===== config.mk =====
export PLATFORM = sky130hd
export DESIGN_NAME = adc_seq_ctrl
export DESIGN_NICKNAME = d
export VERILOG_FILES = /design/src/rtl/adc_seq_pkg.sv /design/src/rtl/adc_seq_sclkgen.sv /design/src/rtl/adc_seq_capture.sv /design/src/rtl/adc_seq_ctrl.sv
export SDC_FILE = /design/constraint.sdc
export NUM_CORES = 1
export LEC_CHECK = 0
export ABC_AREA = 1
export BUFFER_PORTS_ARGS = -buffer_cell sky130_fd_sc_hd__clkbuf_2
export CAP_MARGIN = 20
export CORE_MARGIN = 2
export CORE_UTILIZATION = 40
export CTS_CLUSTER_DIAMETER = 200
export DETAILED_ROUTE_END_ITERATION = 6
export SLEW_MARGIN = 20
export SYNTH_ARGS = -nofsm -noshare
export SYNTH_HDL_FRONTEND = slang
export SYNTH_SLANG_ARGS = --single-unit

===== constraint.sdc =====
create_clock -name clk -period 4.75 [get_ports clk]
set_input_delay 0.95 -clock clk [delete_from_list [all_inputs] [get_ports clk]]
set_output_delay 0.95 -clock clk [all_outputs]
set_load 0.01 [all_outputs]

===== src/rtl/adc_seq_pkg.sv =====
package adc_seq_pkg;

   typedef enum logic [2:0] {
      ST_IDLE = 3'd0,
      ST_CONV = 3'd1,
      ST_WAIT = 3'd2,
      ST_READ = 3'd3,
      ST_GAP  = 3'd4
   } seq_state_e;

   function automatic int max3(input int a, input int b, input int c);
      int m;
      m = (a > b) ? a : b;
      return (m > c) ? m : c;
   endfunction

endpackage


===== src/rtl/adc_seq_sclkgen.sv =====
// Serial clock generator: idles low, equal high and low phases of HALF cycles.
module adc_seq_sclkgen #(
   parameter int HALF = 5
) (
   input  logic clk,
   input  logic rst_n,
   input  logic active,
   output logic sclk,
   output logic fall_stb
);
   localparam int HW = (HALF > 1) ? $clog2(HALF) : 1;

   logic [HW-1:0] hcnt_q;
   logic          sclk_q;
   logic          phase_end;

   assign phase_end = (hcnt_q == HW'(HALF - 1));
   assign fall_stb  = active && sclk_q && phase_end;
   assign sclk      = sclk_q;

   always_ff @(posedge clk) begin
      if (!rst_n) begin
         hcnt_q <= '0;
         sclk_q <= 1'b0;
      end else if (!active) begin
         hcnt_q <= '0;
         sclk_q <= 1'b0;
      end else if (phase_end) begin
         hcnt_q <= '0;
         sclk_q <= ~sclk_q;
      end else begin
         hcnt_q <= hcnt_q + 1'b1;
      end
   end

   AST_FALL_FROM_HIGH: assert property (@(posedge clk) disable iff (!rst_n)
      fall_stb |=> !sclk_q);

   AST_IDLE_LOW: assert property (@(posedge clk) disable iff (!rst_n)
      (!active && !$past(active)) |-> !sclk_q);

endmodule


===== src/rtl/adc_seq_capture.sv =====
// Frame capture: shifts one bit per sample and keeps only the trailing data bits.
module adc_seq_capture #(
   parameter int FRAME_BITS = 16,
   parameter int DATA_BITS  = 12
) (
   input  logic                 clk,
   input  logic                 rst_n,
   input  logic                 enable,
   input  logic                 sample,
   input  logic                 sdata,
   output logic                 frame_last,
   output logic [DATA_BITS-1:0] word,
   output logic                 word_vld
);
   localparam int BW = (FRAME_BITS > 1) ? $clog2(FRAME_BITS) : 1;

   logic [BW-1:0]        bit_q;
   logic [DATA_BITS-1:0] sr_q;
   logic [DATA_BITS-1:0] sr_d;
   logic [DATA_BITS-1:0] word_q;
   logic                 vld_q;

   generate
      if (DATA_BITS == 1) begin : g_single
         assign sr_d = sdata;
      end else begin : g_multi
         assign sr_d = {sr_q[DATA_BITS-2:0], sdata};
      end
   endgenerate

   assign frame_last = enable && sample && (bit_q == BW'(FRAME_BITS - 1));
   assign word       = word_q;
   assign word_vld   = vld_q;

   always_ff @(posedge clk) begin
      if (!rst_n) begin
         bit_q  <= '0;
         sr_q   <= '0;
         word_q <= '0;
         vld_q  <= 1'b0;
      end else begin
         vld_q <= frame_last;
         if (!enable || frame_last) begin
            bit_q <= '0;
         end else if (sample) begin
            bit_q <= bit_q + 1'b1;
         end
         if (enable && sample) begin
            sr_q <= sr_d;
         end
         if (frame_last) begin
            word_q <= sr_d;
         end
      end
   end

   AST_VLD_SINGLE: assert property (@(posedge clk) disable iff (!rst_n)
      word_vld |=> !word_vld);

   AST_WORD_HELD: assert property (@(posedge clk) disable iff (!rst_n)
      !word_vld |-> $stable(word));

endmodule


===== src/rtl/adc_seq_ctrl.sv =====
// Conversion sequencer top: start pulse, busy wait, 16-clock readout, quiet gap.
module adc_seq_ctrl
   import adc_seq_pkg::*;
#(
   parameter int SCLK_HALF    = 5,
   parameter int PULSE_CYC    = 4,
   parameter int GAP_CYC      = 40,
   parameter int BUSY_TMO_CYC = 2000,
   parameter int FRAME_BITS   = 16,
   parameter int DATA_BITS    = 12
) (
   input  logic                 clk,
   input  logic                 rst_n,
   input  logic                 run_en,
   input  logic                 overlap_mode,
   input  logic                 busy_in,
   input  logic                 sdata_in,
   output logic                 conv_start_n,
   output logic                 sclk,
   output logic [DATA_BITS-1:0] result,
   output logic                 result_vld,
   output logic                 busy_timeout
);
   localparam int TMAX = max3(PULSE_CYC, GAP_CYC, BUSY_TMO_CYC);
   localparam int TW   = $clog2(TMAX + 1);
   localparam int QW   = $clog2(GAP_CYC + 1);

   generate
      if (SCLK_HALF < 1 || PULSE_CYC < 1 || GAP_CYC < 1 || BUSY_TMO_CYC < 2 ||
          DATA_BITS < 1 || DATA_BITS > FRAME_BITS) begin : g_bad_cfg
         $error("adc_seq_ctrl: illegal parameter set");
      end
   endgenerate

   seq_state_e    st_q, st_d;
   logic [TW-1:0] tcnt_q;
   logic          mode_q;
   logic          tmo_q;
   logic          tmo_set;
   logic          in_read;
   logic          fall_stb;
   logic          frame_last;
   logic          sclk_w;

   assign in_read = (st_q == ST_READ);

   adc_seq_sclkgen #(.HALF(SCLK_HALF)) u_sclk (
      .clk      (clk),
      .rst_n    (rst_n),
      .active   (in_read),
      .sclk     (sclk_w),
      .fall_stb (fall_stb)
   );

   adc_seq_capture #(.FRAME_BITS(FRAME_BITS), .DATA_BITS(DATA_BITS)) u_cap (
      .clk        (clk),
      .rst_n      (rst_n),
      .enable     (in_read),
      .sample     (fall_stb),
      .sdata      (sdata_in),
      .frame_last (frame_last),
      .word       (result),
      .word_vld   (result_vld)
   );

   always_comb begin
      st_d    = st_q;
      tmo_set = 1'b0;
      case (st_q)
         ST_IDLE: if (run_en) st_d = ST_CONV;
         ST_CONV: if (tcnt_q == TW'(PULSE_CYC - 1)) st_d = mode_q ? ST_READ : ST_WAIT;
         ST_WAIT: begin
            if (!busy_in) begin
               st_d = mode_q ? ST_GAP : ST_READ;
            end else if (tcnt_q == TW'(BUSY_TMO_CYC - 1)) begin
               st_d    = ST_GAP;
               tmo_set = 1'b1;
            end
         end
         ST_READ: if (frame_last) st_d = mode_q ? ST_WAIT : ST_GAP;
         ST_GAP:  if (tcnt_q == TW'(GAP_CYC - 1)) st_d = run_en ? ST_CONV : ST_IDLE;
         default: st_d = ST_IDLE;
      endcase
   end

   always_ff @(posedge clk) begin
      if (!rst_n) begin
         st_q   <= ST_IDLE;
         tcnt_q <= '0;
         mode_q <= 1'b0;
         tmo_q  <= 1'b0;
      end else begin
         st_q <= st_d;
         if (st_d != st_q || st_q == ST_READ || st_q == ST_IDLE) begin
            tcnt_q <= '0;
         end else begin
            tcnt_q <= tcnt_q + 1'b1;
         end
         if (st_d == ST_CONV && st_q != ST_CONV) begin
            mode_q <= overlap_mode;
            tmo_q  <= 1'b0;
         end else if (tmo_set) begin
            tmo_q <= 1'b1;
         end
      end
   end

   assign conv_start_n = (st_q != ST_CONV);
   assign sclk         = sclk_w;
   assign busy_timeout = tmo_q;

   // Quiet-time tracker for the gap check: cycles since sclk was last high.
   logic [QW-1:0] quiet_q;
   always_ff @(posedge clk) begin
      if (!rst_n) begin
         quiet_q <= QW'(GAP_CYC);
      end else if (sclk_w) begin
         quiet_q <= '0;
      end else if (quiet_q != QW'(GAP_CYC)) begin
         quiet_q <= quiet_q + 1'b1;
      end
   end

   AST_GAP_MIN: assert property (@(posedge clk) disable iff (!rst_n)
      $fell(conv_start_n) |-> (quiet_q == QW'(GAP_CYC)));

   AST_NO_SCLK_IN_PULSE: assert property (@(posedge clk) disable iff (!rst_n)
      !conv_start_n |-> !sclk_w);

   AST_SEQ_READ_AFTER_BUSY: assert property (@(posedge clk) disable iff (!rst_n)
      (!mode_q && $rose(sclk_w)) |-> !busy_in);

   AST_TMO_CLEARS: assert property (@(posedge clk) disable iff (!rst_n)
      $fell(conv_start_n) |=> !busy_timeout);

   AST_START_NEEDS_RUN: assert property (@(posedge clk) disable iff (!rst_n)
      $fell(conv_start_n) |-> $past(run_en));

   AST_NO_VLD_ON_TMO: assert property (@(posedge clk) disable iff (!rst_n)
      $rose(busy_timeout) |-> !result_vld);

endmodule


==> results.md <==
* Synth warn at 0
* Crit path kind: reg2out
* Mapped Cells at 279
* Number of flops mapped to enable cells by yosys at 0
* Critical path capture point type: output port
* Required time of the critical path at roughly 3.8 ns
* Initial antenna violation count at 0
* TritonCTS clock tree: done
* Sw frac at about 22%
* Hold crit path type: reg2reg
* Die height at 76.8 um
* Post-synth top area cell: dfxtp_1
* Buffers on Ports at 21
* Largest net degree at the start of global routing at 29
* NetSw at 0.162 mW
* Run status: finished, final reports clean
* Clock power frac at around two fifths
* Hold Fails Final Rpt at 0
* Antenna cell count at 0
* Vias at roughly 1800
* RePlAce Congestion at about 0.83
* Max Freq at 427 MHz
* Mapped Nets at roughly 290
* Area delta synth->final at 12.7%
* Min Tclk post-route at ~2.3 ns
* First-pass GRT wire length at just over 7 mm
* Gr usage total at between 10% and 20%
* CP startpoint kind: flip-flop
* Largest vdd supply drop at between 0.00015 and 0.0002 V
* Iter 0 DRT Violations at roughly 90
* CTS Sinks at between 40 and 50
* Final WL at between 4 and 5 mm
* Global route overflow at 0
* Syn Area/Cell at 7.60 um^2
* Crit-path max FO at 5
* DP HPWL at approximately 2.9 mm
* Design Area, Final at 2390 um^2
* Drt via density at between 4 and 5
* Cell internal pwr at 0.570 mW
* Initial core utilization at between 40% and 50%
* Ys async rst share at 0%
* Post-CTS Setup Bufs at 0
* Hold-fix buffers, CTS at 0
* Die width at between 70 and 80 um
* Clk_skew at 0.00566 ns
* Ports at 22
* # fillers at roughly 560
* PD cells at between 300 and 400 nW/um^2
* Max_cap viols at 0
* Root buffer cell: clkbuf_8
* Drt wl/cell at approximately 11 um
* Slew Limit Headroom at 45.5%
* Layout cells sized above 1 at 16.0%
* Register area share after synthesis at between 40% and 50%
* Setup_tns at 0 ns
* Die footprint at slightly below 6000 um^2
* Inserted Clock Buffers at 5
* Vias in the first global route at roughly 1700
* Max Slew Vio Count at 0
* Post-DP Area at between 2000 and 2500 um^2
* First drt pass iteration count at 4
* Leak pwr at around 1 nW
* Arr. time, crit path at 1.39 ns
* Post-CTS sizing at 0
* Core area at just over 5000 um^2
* Clock latency on the worst-skew pair at roughly 0.3 ns
* Top post-synthesis cells by area: dfxtp_1 (45%), nor2_1 (8.1%), inv_1 (6.7%)
* Logic pwr share at between 3 and 4%
* Synth cell count leaders: dfxtp_1 (48), nor2_1 (46), inv_1 (38)
* Count leader, synth: dfxtp_1
* Bufs on Longest Clock Path at 2
* Sequential Power Share at between 50% and 60%
* Reg clk slew, reported paths at approximately 0.090 ns
* #FFs+latches synth at 48
* Ys flop type: dfxtp_1
* Number of H-tree levels at 2
* Mapped cell area at 2120 um^2
* Routed Antenna Nets at 0
* FP Rows at 26
* Post-synthesis cell type count at 27
* Tightest Pin Transition at a little over 0.8 ns
* Setup repair after global routing missed its margin: false
* Yosys top cell area share at 45.3%
* Setup violations, final at 0
* Post-route clock period utilization at approximately 49%
* Nets at a little over 300
* # DRC at 0
path summary, 6_finish.rpt:
kind / start / endpoint / slack [ns] / depth (start not counted)
min: u_cap.word[1] / u_cap.word[1] / 0.45 / 2
max: st_q[0] / conv_start_n / 2.41 / 4
min reg2reg: u_cap.word[1] / u_cap.word[1] / 0.45 / 2
max reg2reg: u_sclk.hcnt_q[0] / u_cap.word[7] / 2.49 / 7
layer usage:
metal	up-vias	track usage, %	share of wire, %
li1	930	-	-
met1	831	16.4	44
met2	35	26.4	49
met3	13	3.18	3.6
met4	0	7.64	2.9
met5	-	0	0
state kept, by name (all words and copies together), names as in the netlist:
signal          flops
u_cap.bit_q         4
busy_timeout        1
u_cap.word         12
u_cap.sr_q         11
st_q                3
tcnt_q             11
mode_q              1
u_sclk.hcnt_q       3
u_sclk.sclk         1
u_cap.word_vld      1
placed cells by master, fill, tap and decap left out:
cell / Yosys / routed
dfxtp_1: 48 / 48
nor2_1: 46 / 46
inv_1: 38 / 38
nand2_1: 34 / 34
o21ai_0: 25 / 25
clkbuf_2: 0 / 21
a21oi_1: 20 / 20
nand3_1: 12 / 12
nor2_2: 10 / 10
nand4_1: 6 / 6
xor2_1: 6 / 6
xnor2_1: 5 / 5
clkbuf_8: 0 / 5
nor3_1: 4 / 4
ha_1: 4 / 4
nand3_2: 2 / 2
a31oi_1: 2 / 2
inv_2: 1 / 1
nand3_4: 1 / 1
nor2_8: 1 / 1
nand4_4: 1 / 1
nand2_2: 1 / 1
o21ai_1: 1 / 1
a21oi_2: 1 / 1
nor4_1: 1 / 1
or2_2: 1 / 1
bufinv_16: 0 / 1
inv_6: 0 / 1
clkinvlp_4: 0 / 1
worst max-delay path, cell delays in order, from the launching register on:
cell	delay, ns
dfxtp_1	0.40
inv_1	0.12
nor3_1	0.33
inv_1	0.09
clkbuf_2	0.14
per-stage QoR:
step / total power [mW] / cells / worst slack [ns] / hold WS [ns] / utilization [%]
after floorplan: 0.434 / 279 / 2.76 / 0.417 / -
after global placement: 0.440 / 362 / 2.32 / 0.432 / 44.6
after detailed placement: 0.440 / 362 / 2.29 / 0.438 / 44.6
after CTS: 0.744 / 370 / 2.42 / 0.455 / 46.8
after global routing: 0.761 / 370 / 2.24 / 0.470 / 46.8
final: 0.733 / 370 / 2.41 / 0.452 / 46.8
kinds of logic (layout without fill, tap and decap cells):
logic type / Yosys count / after routing / synth area share, %
compound gates: 49 / 49 / 11.9
buf+inv: 47 / 68 / 8.67
flops: 48 / 48 / 45.3
simple gates: 120 / 120 / 27.3
xor+xnor: 11 / 11 / 4.54
fa+ha+maj: 4 / 4 / 2.36
layout make-up:
cell class	count	area [um^2]	share of cell area, %
clock buffer	5	68.8	2.88
clock inverter	3	46.3	1.94
inverter	39	146	6.12
multi-input combinational	184	976	40.8
sequential	48	961	40.2
tap	70	87.6	3.66
timing repair buffer	21	105	4.40
power groups by stage:
stage | Clock, mW | Sequential, mW | Combinational [mW]
finish | 0.302 | 0.405 | 0.0249
floorplan | 0 | 0.415 | 0.0190
global route | 0.327 | 0.406 | 0.0282
global placement | 0 | 0.415 | 0.0249
detailed placement | 0 | 0.415 | 0.0250
CTS | 0.313 | 0.406 | 0.0252
Note: power is estimated with default switching activity, not from simulation.
